$ cat src/rtl/tmr_regs_pkg.sv
package tmr_regs_pkg;

    localparam int unsigned REG_W = 64;
    localparam logic [REG_W-1:0] GCFG_WMASK = 64'h0000_0000_0000_0003;
    localparam logic [REG_W-1:0] TCFG_WMASK = 64'h0000_0000_0000_3F4E;
    localparam int unsigned TCFG_MODE32_BIT = 8;

    typedef enum logic [2:0] {
        SEL_NONE,
        SEL_CAP,
        SEL_GCFG,
        SEL_CNT,
        SEL_TCFG,
        SEL_TCMP,
        SEL_TRTE
    } reg_sel_e;

    function automatic logic [REG_W-1:0] lanes_to_bits(input logic [7:0] lanes);
        logic [REG_W-1:0] r;
        for (int b = 0; b < 8; b++) begin
            r[8*b +: 8] = {8{lanes[b]}};
        end
        return r;
    endfunction

    function automatic logic [REG_W-1:0] keep_masked(input logic [REG_W-1:0] nval,
                                                     input logic [REG_W-1:0] oval,
                                                     input logic [REG_W-1:0] mask);
        return (nval & mask) | (oval & ~mask);
    endfunction

endpackage

$ cat src/rtl/tmr_acc_decode.sv
module tmr_acc_decode
    import tmr_regs_pkg::*;
#(
    parameter int unsigned ADDR_W  = 10,
    parameter int unsigned NUM_TMR = 3,
    localparam int unsigned IDX_W  = (NUM_TMR > 1) ? $clog2(NUM_TMR) : 1
) (
    input  logic [ADDR_W-1:0] addr,
    input  logic [3:0]        len,
    output logic              bad,
    output logic [2:0]        off,
    output logic [REG_W-1:0]  lane_m,
    output logic [REG_W-1:0]  size_m,
    output reg_sel_e          sel,
    output logic [IDX_W-1:0]  tidx
);

    localparam int unsigned WORD_W   = ADDR_W - 3;
    localparam int unsigned W_CAP    = 0;
    localparam int unsigned W_GCFG   = 2;
    localparam int unsigned W_CNT    = 30;
    localparam int unsigned W_TBASE  = 32;
    localparam int unsigned W_TEND   = W_TBASE + 4 * NUM_TMR;

    logic [WORD_W-1:0] word;
    logic [WORD_W-1:0] rel;
    logic [7:0]        size_b;
    logic              len_ok;

    always_comb begin
        word   = addr[ADDR_W-1:3];
        off    = addr[2:0];
        len_ok = (len == 4'd1) || (len == 4'd2) || (len == 4'd4) || (len == 4'd8);
        bad    = !len_ok || ((addr[2:0] & (len[2:0] - 3'd1)) != 3'd0);

        case (len)
            4'd1:    size_b = 8'h01;
            4'd2:    size_b = 8'h03;
            4'd4:    size_b = 8'h0F;
            4'd8:    size_b = 8'hFF;
            default: size_b = 8'h00;
        endcase
        size_m = lanes_to_bits(size_b);
        lane_m = lanes_to_bits(size_b << off);

        rel  = word - WORD_W'(W_TBASE);
        tidx = IDX_W'(rel >> 2);
        sel  = SEL_NONE;
        if (word == WORD_W'(W_CAP)) begin
            sel = SEL_CAP;
        end else if (word == WORD_W'(W_GCFG)) begin
            sel = SEL_GCFG;
        end else if (word == WORD_W'(W_CNT)) begin
            sel = SEL_CNT;
        end else if (word >= WORD_W'(W_TBASE) && word < WORD_W'(W_TEND)) begin
            case (rel[1:0])
                2'd0:    sel = SEL_TCFG;
                2'd1:    sel = SEL_TCMP;
                2'd2:    sel = SEL_TRTE;
                default: sel = SEL_NONE;
            endcase
        end
    end

endmodule

$ cat src/rtl/tmr_timer_slot.sv
module tmr_timer_slot
    import tmr_regs_pkg::*;
#(
    parameter logic [31:0] ROUTE_CAP = 32'h00F0_0000
) (
    input  logic             clk,
    input  logic             rst_n,
    input  logic             wr_cfg,
    input  logic             wr_cmp,
    input  logic             wr_rte,
    input  logic [REG_W-1:0] wdata,
    output logic [REG_W-1:0] cfg_o,
    output logic [REG_W-1:0] cmp_o,
    output logic [REG_W-1:0] rte_o
);

    localparam logic [REG_W-1:0] CFG_RST = {ROUTE_CAP, 32'h0000_0030};

    typedef struct packed {
        logic [REG_W-1:0] cfg;
        logic [REG_W-1:0] cmp;
        logic [REG_W-1:0] rte;
    } slot_t;

    slot_t s_d, s_q;

    always_comb begin
        s_d = s_q;
        if (wr_cfg) begin
            s_d.cfg = keep_masked(wdata, s_q.cfg, TCFG_WMASK);
            if (s_d.cfg[TCFG_MODE32_BIT]) begin
                s_d.cmp[REG_W-1:32] = '0;
            end
        end
        if (wr_cmp) begin
            s_d.cmp = s_q.cfg[TCFG_MODE32_BIT] ? {32'h0, wdata[31:0]} : wdata;
        end
        if (wr_rte) begin
            s_d.rte = wdata;
        end
    end

    always_ff @(posedge clk or negedge rst_n) begin
        if (!rst_n) begin
            s_q.cfg <= CFG_RST;
            s_q.cmp <= '1;
            s_q.rte <= '0;
        end else begin
            s_q <= s_d;
        end
    end

    assign cfg_o = s_q.cfg;
    assign cmp_o = s_q.cmp;
    assign rte_o = s_q.rte;

    // bits outside the writable mask never move on a config store
    a_r5_fixed_bits: assert property (@(posedge clk) disable iff (!rst_n)
        wr_cfg |=> ((s_q.cfg & ~TCFG_WMASK) == ($past(s_q.cfg) & ~TCFG_WMASK)));

    // 32-bit mode keeps the comparator upper half at zero
    a_r11_upper_zero: assert property (@(posedge clk) disable iff (!rst_n)
        s_q.cfg[TCFG_MODE32_BIT] |-> (s_q.cmp[REG_W-1:32] == 32'h0));

    // comparator only changes on a comparator or config store
    a_r9_cmp_hold: assert property (@(posedge clk) disable iff (!rst_n)
        (!wr_cmp && !wr_cfg) |=> (s_q.cmp == $past(s_q.cmp)));

endmodule

$ cat src/rtl/tmr_regfile.sv
module tmr_regfile
    import tmr_regs_pkg::*;
#(
    parameter int unsigned ADDR_W    = 10,
    parameter int unsigned NUM_TMR   = 3,
    parameter logic [31:0] TICK_FS   = 32'd4000000,
    parameter logic [31:0] ROUTE_CAP = 32'h00F0_0000
) (
    input  logic              clk,
    input  logic              rst_n,
    input  logic              req_valid,
    input  logic              req_write,
    input  logic [ADDR_W-1:0] req_addr,
    input  logic [3:0]        req_len,
    input  logic [63:0]       req_wdata,
    output logic              rsp_valid,
    output logic              rsp_err,
    output logic [63:0]       rsp_rdata,
    output logic [63:0]       cnt_o,
    output logic              glb_en_o,
    output logic              legacy_o
);

    localparam int unsigned IDX_W = (NUM_TMR > 1) ? $clog2(NUM_TMR) : 1;
    localparam logic [REG_W-1:0] CAP_VAL =
        {TICK_FS, 16'h8086, 1'b1, 1'b0, 1'b1, 5'(NUM_TMR - 1), 8'h01};

    typedef struct packed {
        logic [1:0]       gcfg;
        logic [REG_W-1:0] cnt;
        logic             rsp_valid;
        logic             rsp_err;
        logic [REG_W-1:0] rsp_data;
    } top_t;

    top_t n_d, n_q;

    logic             dec_bad;
    logic [2:0]       dec_off;
    logic [REG_W-1:0] dec_lane;
    logic [REG_W-1:0] dec_size;
    reg_sel_e         dec_sel;
    logic [IDX_W-1:0] dec_tidx;

    logic [REG_W-1:0] t_cfg [NUM_TMR];
    logic [REG_W-1:0] t_cmp [NUM_TMR];
    logic [REG_W-1:0] t_rte [NUM_TMR];
    logic [NUM_TMR-1:0] wr_cfg_v, wr_cmp_v, wr_rte_v;

    logic             wr_ok;
    logic             cnt_wr;
    logic             gcfg_wr;
    logic [REG_W-1:0] rd_full;
    logic [REG_W-1:0] merged;

    tmr_acc_decode #(
        .ADDR_W  (ADDR_W),
        .NUM_TMR (NUM_TMR)
    ) i_dec (
        .addr   (req_addr),
        .len    (req_len),
        .bad    (dec_bad),
        .off    (dec_off),
        .lane_m (dec_lane),
        .size_m (dec_size),
        .sel    (dec_sel),
        .tidx   (dec_tidx)
    );

    for (genvar t = 0; t < NUM_TMR; t++) begin : g_slot
        tmr_timer_slot #(
            .ROUTE_CAP (ROUTE_CAP)
        ) i_slot (
            .clk    (clk),
            .rst_n  (rst_n),
            .wr_cfg (wr_cfg_v[t]),
            .wr_cmp (wr_cmp_v[t]),
            .wr_rte (wr_rte_v[t]),
            .wdata  (merged),
            .cfg_o  (t_cfg[t]),
            .cmp_o  (t_cmp[t]),
            .rte_o  (t_rte[t])
        );
    end

    always_comb begin
        case (dec_sel)
            SEL_CAP:  rd_full = CAP_VAL;
            SEL_GCFG: rd_full = {62'h0, n_q.gcfg};
            SEL_CNT:  rd_full = n_q.cnt;
            SEL_TCFG: rd_full = t_cfg[dec_tidx];
            SEL_TCMP: rd_full = t_cmp[dec_tidx];
            SEL_TRTE: rd_full = t_rte[dec_tidx];
            default:  rd_full = '0;
        endcase

        merged  = ((req_wdata << {dec_off, 3'b000}) & dec_lane) | (rd_full & ~dec_lane);
        wr_ok   = req_valid && req_write && !dec_bad;
        cnt_wr  = wr_ok && (dec_sel == SEL_CNT);
        gcfg_wr = wr_ok && (dec_sel == SEL_GCFG);

        for (int t = 0; t < NUM_TMR; t++) begin
            wr_cfg_v[t] = wr_ok && (dec_sel == SEL_TCFG) && (dec_tidx == IDX_W'(t));
            wr_cmp_v[t] = wr_ok && (dec_sel == SEL_TCMP) && (dec_tidx == IDX_W'(t));
            wr_rte_v[t] = wr_ok && (dec_sel == SEL_TRTE) && (dec_tidx == IDX_W'(t));
        end

        n_d = n_q;
        if (n_q.gcfg[0]) begin
            n_d.cnt = n_q.cnt + 64'd1;
        end
        if (cnt_wr) begin
            n_d.cnt = merged;
        end
        if (gcfg_wr) begin
            n_d.gcfg = keep_masked(merged, {62'h0, n_q.gcfg}, GCFG_WMASK) [1:0];
        end

        n_d.rsp_valid = req_valid;
        n_d.rsp_err   = req_valid && dec_bad;
        if (!req_valid || (req_write && !dec_bad)) begin
            n_d.rsp_data = '0;
        end else if (dec_bad) begin
            n_d.rsp_data = '1;
        end else begin
            n_d.rsp_data = (rd_full >> {dec_off, 3'b000}) & dec_size;
        end
    end

    always_ff @(posedge clk or negedge rst_n) begin
        if (!rst_n) begin
            n_q <= '0;
        end else begin
            n_q <= n_d;
        end
    end

    assign rsp_valid = n_q.rsp_valid;
    assign rsp_err   = n_q.rsp_err;
    assign rsp_rdata = n_q.rsp_data;
    assign cnt_o     = n_q.cnt;
    assign glb_en_o  = n_q.gcfg[0];
    assign legacy_o  = n_q.gcfg[1];

    // one response per request, on the next clock
    a_r12_rsp_follow: assert property (@(posedge clk) disable iff (!rst_n)
        req_valid |=> rsp_valid);
    a_r12_rsp_quiet: assert property (@(posedge clk) disable iff (!rst_n)
        !req_valid |=> !rsp_valid);

    // a rejected access answers with error and all-ones data
    a_r1_reject: assert property (@(posedge clk) disable iff (!rst_n)
        (req_valid && dec_bad) |=> (rsp_err && (rsp_rdata == '1)));

    // counter holds while disabled and steps by one while enabled
    a_r8_stall: assert property (@(posedge clk) disable iff (!rst_n)
        (!glb_en_o && !cnt_wr) |=> (cnt_o == $past(cnt_o)));
    a_r8_step: assert property (@(posedge clk) disable iff (!rst_n)
        (glb_en_o && !cnt_wr) |=> (cnt_o == $past(cnt_o) + 64'd1));

    // global bits only change on a global store
    a_r4_gcfg_hold: assert property (@(posedge clk) disable iff (!rst_n)
        !gcfg_wr |=> ($stable(glb_en_o) && $stable(legacy_o)));

endmodule

$ cat config.mk
export PLATFORM = sky130hd
export DESIGN_NAME = tmr_regfile
export DESIGN_NICKNAME = d
export VERILOG_FILES = /design/src/rtl/tmr_regs_pkg.sv /design/src/rtl/tmr_acc_decode.sv /design/src/rtl/tmr_timer_slot.sv /design/src/rtl/tmr_regfile.sv
export SDC_FILE = /design/constraint.sdc
export NUM_CORES = 1
export LEC_CHECK = 0
export ABC_CLOCK_PERIOD_IN_PS = 2500
export CELL_PAD_IN_SITES_DETAIL_PLACEMENT = 1
export CELL_PAD_IN_SITES_GLOBAL_PLACEMENT = 2
export CORE_MARGIN = 1
export CORE_UTILIZATION = 38
export CTS_CLUSTER_DIAMETER = 60
export DETAILED_ROUTE_END_ITERATION = 6
export PLACE_DENSITY_LB_ADDON = 0.25
export SETUP_SLACK_MARGIN = 0.02
export SYNTH_ARGS = -nofsm -noshare
export SYNTH_HDL_FRONTEND = slang
export SYNTH_SLANG_ARGS = --single-unit
$ cat constraint.sdc
create_clock -name clk -period 2.5 [get_ports clk]
set_clock_uncertainty 0.05 [all_clocks]
set_input_delay 0.375 -clock clk [delete_from_list [all_inputs] [get_ports clk]]
set_output_delay 0.375 -clock clk [all_outputs]
set_load 0.1 [all_outputs]
==> results of run 1 <==
## registers in the layout, indices dropped and copies added, names as in the netlist
name and cells:
cnt_o 64, g_slot.i_slot.cfg_o 30, g_slot.i_slot.cmp_o 192, g_slot.i_slot.rte_o 192
glb_en_o 1, legacy_o 1, rsp_err 1, rsp_rdata 64
rsp_valid 1
## per-layer routing
| layer | share of wire | global-route usage | up-vias |
|---|---|---|---|
| li1 | - | - | 12000 |
| met1 | 0.44 | 0.497 | 14300 |
| met2 | 0.46 | 0.568 | 1010 |
| met3 | 0.066 | 0.0577 | 243 |
| met4 | 0.037 | 0.127 | 2 |
| met5 | 0.00014 | 0 | - |
## final cells by class
cell class	count	area (um2)
inverter	14	52.6
timing repair buffer	788	7020
multi-input combinational	2180	14600
antenna	2	5.00
fill	8352	36600
clock buffer	98	1980
sequential	546	14000
clock inverter	29	369
tap	1030	1290
## worst paths after layout
| check | start | end | slack [ps] | cells after the start |
|---|---|---|---|---|
| min reg2reg | g_slot[1].i_slot.cmp_o[17]$_DFFE_PN1P_ | g_slot[1].i_slot.cmp_o[17]$_DFFE_PN1P_ | 420 | 2 |
| min in group clk | req_valid | rsp_valid$_DFF_PN0_ | 370 | 2 |
| max reg2reg | g_slot[2].i_slot.rte_o[48]$_DFFE_PN0P_ | rsp_rdata[16]$_DFF_PN0_ | 90 | 9 |
| min | rst_n | g_slot[2].i_slot.rte_o[42]$_DFFE_PN0P_ | 170 | 2 |
| max in group asynchronous | rst_n | g_slot[0].i_slot.rte_o[24]$_DFFE_PN0P_ | 1160 | 3 |
| max | req_len[2] | g_slot[0].i_slot.rte_o[21]$_DFFE_PN0P_ | 60 | 12 |
## logic make-up after synthesis
family / Yosys count / synth area share
AO/OA/AOI/OAI: 930 / 0.203
flip-flops: 546 / 0.476
multiplexers: 359 / 0.137
adder cells (fa/ha/maj): 5 / 0.00214
AND/OR/NAND/NOR: 822 / 0.122
XOR/XNOR: 63 / 0.0189
buffers and inverters: 256 / 0.0403
## worst max-delay path: cells and delay by family
| kind | cells | cell delay (ps) |
|---|---|---|
| buf+inv | 7 | 1530 |
| compound gates | 4 | 640 |
| mux | 1 | 330 |
## what timing repair did
item,4_1_cts,5_1_grt
endpoints found under the hold margin,48,0
gates resized for setup,84,18
hold buffers,1,0
pin swaps,17,3
cloned,1,0
setup endpoints to repair,367,356
buffers inserted,22,1
## report_power, final
part           internal, mW  switching, mW  total, mW
sequential             8.96         0.0652       9.03
clock                  6.10           4.25       10.3
combinational          1.03           2.22       3.25
## placed cells by master, fill, tap and decap left out, drive strengths merged, types with 24 or more instances in the layout
cell type / n
xnor2: 36
dfstp: 192
mux2: 83
a21oi: 150
or2: 30
clkbuf: 99
o2bb2ai: 101
mux4: 24
and3: 24
nand3: 47
mux2i: 252
nand2: 501
clkdlybuf4s50: 67
buf: 711
xor2: 27
a22o: 38
a22oi: 41
nor2: 128
o21ai: 413
dfrtp: 354
==> results.md, run 1 <==
Worst setup path:
- Among the stages of the critical path, the cell type that occurs most often is buf_4.
- The signal arrival time at the worst endpoint is 2890 ps.
- For this run, the slowest stage of the critical path takes 490 ps.
- The top fanout value on the critical path is 8.
- The critical path data required time is 2950 ps.
- The setup path with the least slack is of type in2reg.
- The element type at the critical path start is a primary input.
- The critical path goes through clkdlybuf4s50_1 -> buf_4 -> buf_4 -> o21ai_2 -> buf_6 -> o211ai_1 -> buf_4 -> a21oi_4 -> buf_12 -> mux2i_1 -> buf_4 -> o21ai_0.
- The worst setup path is captured at a flip-flop.
- The largest individual stage delay along the critical path comes from the cell clkdlybuf4s50_1.

Finish:
- The area growth from synthesis to layout is 34.6%.
- The final non-filler cell area is 0.0393 mm2.
- Of the cells placed in the final design, the portion with a size suffix greater than 1 is 0.351.
- The non-filler instance count after layout is 4687.
- The utilization after layout is 0.518.
- The final-stage net count is 3686.

Placement:
- After legalization and detailed placement, the total HPWL measured 105000 um.
- At the end of routability-driven placement, the weighted congestion stood at 1.05.
- OpenSTA, run right after detailed placement, puts the worst setup slack at -1100 ps.
- The count of buffers inserted at the top-level ports is 213.
- The post-placement cell count is 4534.
- Summing all placed instances gives a cell area of 0.0363 mm2.

STA:
- The setup violation total in the final timing report is 0.
- On the final layout, the worst hold slack is 172 ps.
- The final critical-path share of the clock period is 0.975.
- The peak clock frequency supported by timing is 0.410 GHz.
- Summed over all failing endpoints, the final setup total negative slack is 0 ps.
- The hold violation count in the final report is 0.
- The max-slew violation count is 0.
- The worst max-slew margin expressed relative to the limit is 0.481.
- The worst setup slack after layout is 62.8 ps.
- Setup repair after global routing could not meet its margin everywhere.
- For the finished layout, the period the worst path requires is 2440 ps.
- The transition time at the pin with the least slew margin is 779 ps.

Die:
- The die span in y is 279 um.
- The initialized floorplan defines 101 standard-cell rows.
- The core region area is 0.0759 mm2.
- The total die area is 0.0780 mm2.
- In this run the horizontal extent of the chip is 279 um.
- For this design the top-level I/O count stands at 214.
- The effective utilization at floorplan is 0.384.

CTS:
- Clock-pin slew was measured on the worst setup and hold paths at 60 ps.
- The clock passes through at most 3 buffers.
- The CTS tree is done.
- Clock tree synthesis found a total of 546 sinks.
- The clock latency reported for the late side of the worst-skew pair is 640 ps.
- CTS built an H-tree with a depth of 3.
- Clock tree synthesis selected as its root buffer the cell clkbuf_16.
- The number of clock buffers added by TritonCTS is 69.

Synth:
- The post-synthesis instance total is 2981.
- The most frequently used flop master after synthesis is dfrtp_1.
- By instance count, the leading cell after synthesis is nand2_1.
- The mapped cell area is 0.0292 mm2.
- The total nets after synthesis is 3068.
- For this run, the number of Yosys warnings is 0.
- Counting instances in the post-synthesis netlist gives the leading cell types as nand2_1, o21ai_0, dfrtp_1, mux2i_1, dfstp_2.
- The share of synthesized area in the top cell type comes to 0.303.
- The count of state elements after synthesis is 546.
- Yosys attributes the largest share of cell area to dfrtp_1, dfstp_2, mux2i_1, o21ai_0, nand2_1.
- The netlist uses 87 different library cells.
- The cell taking the most area after synthesis is dfrtp_1.
- For this run, the register share of the synthesized area comes to 0.476.
- Yosys mapped a number of flops with a built-in enable equal to 0.
- The average instance area after synthesis is 9.80 um2.
- The share of synthesized flip-flops with an asynchronous set or reset is 1.00.

Global route:
- The global-route wire length before repair is 205000 um.
- In the global route stage, overall resource usage came out at 0.359.
- The via count of the first global-routing pass is 28.7k.
- The initial antenna violation count is 4.
- Entering global routing, the biggest net connects 95 pins.
- The global-route congestion overflow total is 0.

Route:
- The length of the first detailed-routing pass in iterations is 5.
- The routed wire length per instance is 29.9 um.
- For this run, design rule violations remaining after detail routing come to 0.
- The ratio of routed vias to standard cells is 5.88.
- The starting DRC count in detailed routing is 2139.
- The total detailed-routing wirelength is 140000 um.
- In this run the remaining antenna-violating nets after routing total 0.
- For this block, the via count after detailed routing is 27.6k.

Status:
- The run finished with clean final reports.

Job:
- The count of max-cap constraint violations is 0.

Worst hold path:
- The worst min-delay path class is in2async.

Power and ir drop:
- Dividing total power by cell area gives a power density of 576 mW/mm2.
- Across the VDD grid, the largest voltage drop is 0.433 mV.
- The sum of internal, switching and leakage power is 22.6 mW.
- The static leakage is 16.8 nW.
Power figures use the tool's default switching activity.
==> run 2: changes to the inputs <==
--- a/config.mk
+++ b/config.mk
@@ -5,15 +5,16 @@
 export SDC_FILE = /design/constraint.sdc
 export NUM_CORES = 1
 export LEC_CHECK = 0
-export ABC_CLOCK_PERIOD_IN_PS = 2500
+export ABC_CLOCK_PERIOD_IN_PS = 2310
 export CELL_PAD_IN_SITES_DETAIL_PLACEMENT = 1
 export CELL_PAD_IN_SITES_GLOBAL_PLACEMENT = 2
 export CORE_MARGIN = 1
-export CORE_UTILIZATION = 38
+export CORE_UTILIZATION = 41
 export CTS_CLUSTER_DIAMETER = 60
 export DETAILED_ROUTE_END_ITERATION = 6
 export PLACE_DENSITY_LB_ADDON = 0.25
 export SETUP_SLACK_MARGIN = 0.02
 export SYNTH_ARGS = -nofsm -noshare
 export SYNTH_HDL_FRONTEND = slang
+export SYNTH_HIERARCHICAL = 1
 export SYNTH_SLANG_ARGS = --single-unit
==> constraint.sdc (replaced) <==
create_clock -name clk -period 2.31 [get_ports clk]
set_clock_uncertainty 0.05 [all_clocks]
set_input_delay 0.3465 -clock clk [delete_from_list [all_inputs] [get_ports clk]]
set_output_delay 0.3465 -clock clk [all_outputs]
set_load 0.1 [all_outputs]
==> run 2 against run 1 <==
  * The run now ends with negative setup slack left
  * Die area is 12% higher
  * Critical path depth up 3
  * First-iteration DRC count grew 13%
  * Via count up 15%
  * Non-clock buffer count increased by 327
  * Cell count rose by 14%
  * Sequential share of layout area fell by 7.7 points
  * Area after synthesis increased by 21%
  * Critical endpoint is now rsp_rdata[5]$_DFF_PN0_
==> results.md, run 2 <==
Worst setup path:
- The worst stage delay on the critical path is 570 ps.
- On the critical path the largest part of the delay comes from compound AO/OA/AOI/OAI gates.
- The worst setup path is captured at a flip-flop.
- The category of the most critical setup path is in2reg.
- For the worst setup path, the data required time is 2770 ps.
- The master of the slowest instance on the critical path is mux4_2.
- The critical path goes through buf_8 -> buf_6 -> maj3_2 -> o21a_1 -> nor3_4 -> buf_6 -> nor2b_4 -> and2_4 -> buf_12 -> buf_4 -> a22oi_2 -> o211ai_1 -> mux4_2 -> and3_4 -> a211o_1.
- The element type at the critical path start is a primary input.
- The cell repeated most along the worst path is buf_6.
- The top fanout value on the critical path is 7.
- The combined buffer and inverter count along the critical path is 5.
- STA puts the critical path data arrival time at 3610 ps.

Die:
- From bottom edge to top edge, the die measures 296 um.
- The core region area is 0.0853 mm2.
- The effective utilization at floorplan is 0.415.
- From left edge to right edge, the die measures 296 um.
- During I/O placement, the number of pins put on the boundary was 214.
- The floorplan has 107 rows.
- The floorplan step defined a die boundary enclosing 0.0874 mm2.

Power and ir drop:
- Of the total power, registers draw 0.367.
- The analysis attributes to cell leakage a power of 21.7 nW.
- The share of total power dissipated in the clock network is 0.447.
- The power density over cell area is 532 mW/mm2.
- The maximum VDD drop is 0.730 mV.
- Of the total power, the share spent switching nets is 0.314.
- The sum of internal, switching and leakage power is 26.8 mW.
- The internal power of the cells is 18.4 mW.
- The analysis attributes to net switching a power of 8.41 mW.
- The share of total power in combinational logic is 0.186.

STA:
- Setup violations remaining at the end of the flow were counted as 544.
- The hold violation count in the final report is 0.
- The final critical path time including I/O delays and setup is 3150 ps.
- Measured against its own limit, the worst slew margin works out to 0.452.
- Static timing analysis puts the maximum clock frequency at 0.317 GHz.
- The final critical-path share of the clock period is 1.37.
- The transition time at the pin with the least slew margin is 822 ps.
- The max-slew violation count was 0.
- Setup repair after global routing could not meet its margin everywhere.
- The summed negative setup slack over all endpoints is -280630 ps.
- The worst setup slack after layout is -844 ps.

Route:
- In the routed layout, each cell is associated on average with a via count of 5.94.
- The total detailed-routing wirelength is 172000 um.
- Dividing the detail-routed wire length by the instance count gives 32.3 um.
- The final route contains 31.6k vias.
- The starting DRC count in detailed routing is 2422.
- The post-route antenna net violation count is 0.
- The pre-antenna-repair detailed-routing pass consisted of 5 iterations.
- The detailed-route DRC error count is 0.

Global route:
- After global routing, the most crowded layer is met2.
- The overall fraction of global-route tracks in use is 0.379.
- The pin count of the biggest net entering global routing is 115.
- The initial antenna violation count is 3.
- For met3 alone, demand over resource in global routing was 0.0509.
- The global-route wire length before repair is 239000 um.
- The global-route congestion overflow total is 0.
- The met1 layer usage reported by global route is 0.523.
- The via count of the first global-routing pass is 32.7k.
- The routing usage on met2 is 0.596.

Synth:
- The most frequently used flop master after synthesis is dfrtp_1.
- The largest total area in the synthesized netlist belongs to dfrtp_1.
- The post-synthesis adder-cell area fraction is 0.00205.
- In this run, synthesis produced a sequential element count of 546.
- The share of synthesized flip-flops with an asynchronous set or reset is 1.00.
- The multiplexer area fraction after synthesis is 0.222.
- The post-synthesis instance total is 3311.
- The sequential area share after synthesis is 0.393.
- The count of synthesis-stage warnings from yosys is 6.
- The area fraction in compound gates after synthesis is 0.157.
- Of the total synthesized cell area, the portion taken by AND, OR, NAND and NOR gates is 0.0993.
- The number of library cell types mapped by synthesis is 83.
- The average instance area after synthesis is 10.7 um2.
- The mapped cell area is 0.0354 mm2.
- The main combinational cell family by area after synthesis is multiplexers.
- Of the total synthesized cell area, the portion taken by XOR and XNOR cells is 0.0163.
- The number of enable flip-flop cells after synthesis is 0.
- Ranked by total cell area, the synthesized netlist is headed by dfrtp_1, dfstp_2, mux2_4, buf_4, mux2i_1.
- The leading cell type by number of instances after synthesis is dfrtp_1.
- The top cell type's share of synthesized area is 0.250.
- The commonest cells after synthesis are dfrtp_1, buf_4, mux2_4, o21ai_0, mux2i_1.

CTS:
- The H-tree was split into 3 levels.
- The tree built by TritonCTS fans out to 546 sinks.
- The longest clock path from root to sink contains 3 buffers.
- In this run, CTS created clock tree buffers numbering 74.
- The clock transition time at the flip-flop clock pins of the worst setup and hold paths is 50 ps.
- The clock latency reported for the late side of the worst-skew pair is 680 ps.
- The CTS tree is done.
- The tree is rooted in a clkbuf_16.

Status:
- The final reports fail on negative setup slack.
- The flow ran to the end, but the final reports show violations.

Placement:
- After detailed placement, the design holds a cell count of 5070.
- The congestion estimate from routability-driven global placement came to 1.00.
- The area after detailed placement is 0.0439 mm2.
- The count of buffers inserted at the top-level ports is 213.
- Once detailed placement completed, the half-perimeter wirelength came to 123000 um.

Finish:
- The final non-filler cell area is 0.0503 mm2.
- The number of filler cells placed in the layout is 8765.
- Of the cells placed in the final design, the portion with a size suffix greater than 1 is 0.527.
- The most common cell after layout, fill and taps aside is buf_4.
- The combined area of the multi-input logic cells is 0.0210 mm2.
- Measured on the finished design, the core utilization comes to 0.590.
- Leaving out fill and tap cells, the most frequent cells in the layout are buf_4, mux2_4, dfrtp_1.
- The final-stage net count is 4207.
- After the flow finishes, the layout carries non-filler instances totaling 5325.
- The layout-stage area growth over the synthesis result is 42.3%.
- The register cell area after layout is 0.0140 mm2.

Worst hold path:
- The worst min-delay path class is in2async.

Job:
- The count of max-cap constraint violations is 0.
-- run 2: cells by family after synthesis --
| kind of cell | after synthesis |
|---|---|
| XOR/XNOR | 65 |
| flip-flops | 546 |
| AND/OR/NAND/NOR | 682 |
| AO/OA/AOI/OAI | 791 |
| buffers and inverters | 583 |
| other | 6 |
| adder cells (fa/ha/maj) | 6 |
| multiplexers | 632 |
-- run 2: layout make-up --
| cell class | count | area share |
|---|---|---|
| clock inverter | 40 | 0.00940 |
| inverter | 43 | 0.00365 |
| clock buffer | 96 | 0.0412 |
| sequential | 546 | 0.278 |
| timing repair buffer | 1115 | 0.221 |
| multi-input combinational | 2340 | 0.418 |
| antenna | 1 | 0.0000497 |
| tap | 1144 | 0.0284 |
-- run 2: power groups by stage --
stage / registers (mW) / clock network, mW / logic, mW
after floorplan: 10.8 / 0 / 1.71
after global placement: 9.97 / 0 / 4.47
after detailed placement: 9.98 / 0 / 4.52
after CTS: 9.82 / 12.1 / 4.70
after global routing: 9.82 / 12.4 / 5.16
final: 9.82 / 12.0 / 4.99
-- run 2: what timing repair did --
action                                 4_1_cts  5_1_grt
setup buffers                               64       71
setup endpoints to repair                  545      545
pin swaps                                  103      191
gates resized for setup                    248      306
cloned                                      13       11
endpoints found under the hold margin       31        0
hold buffers                                 1        0
-- run 2: through the flow --
step | hold WS (ps) | setup WS, ps
final | 231 | -844
after global routing | 285 | -799
after CTS | 265 | -682
after detailed placement | 338 | -2420
after global placement | 350 | -2520
after floorplan | 0.909 | -800
-- run 2: routing by layer --
metal  routed length [um]  up-vias
met1                75900    16700
met2                79100     1182
met4                 7710        4
met5                   20        -
li1                     -    13400
met3                 9300      323
-- run 2: path summary, 6_finish.rpt --
kind                                                        start                                     end  slack [ps]  cells after the start
max reg2reg                g_slot[0].i_slot/rte_o[27]$_DFFE_PN0P_                 rsp_rdata[19]$_DFF_PN0_        -420                      7
min                                                         rst_n                 rsp_rdata[18]$_DFF_PN0_         230                      2
min in group clk                                      req_addr[0]                 rsp_rdata[39]$_DFF_PN0_         310                      4
max in group asynchronous                                   rst_n   g_slot[2].i_slot/cmp_o[9]$_DFFE_PN1P_        1000                      3
min reg2reg                g_slot[2].i_slot/rte_o[37]$_DFFE_PN0P_  g_slot[2].i_slot/rte_o[37]$_DFFE_PN0P_         460                      1
max                                                   req_addr[5]                  rsp_rdata[5]$_DFF_PN0_        -840                     15
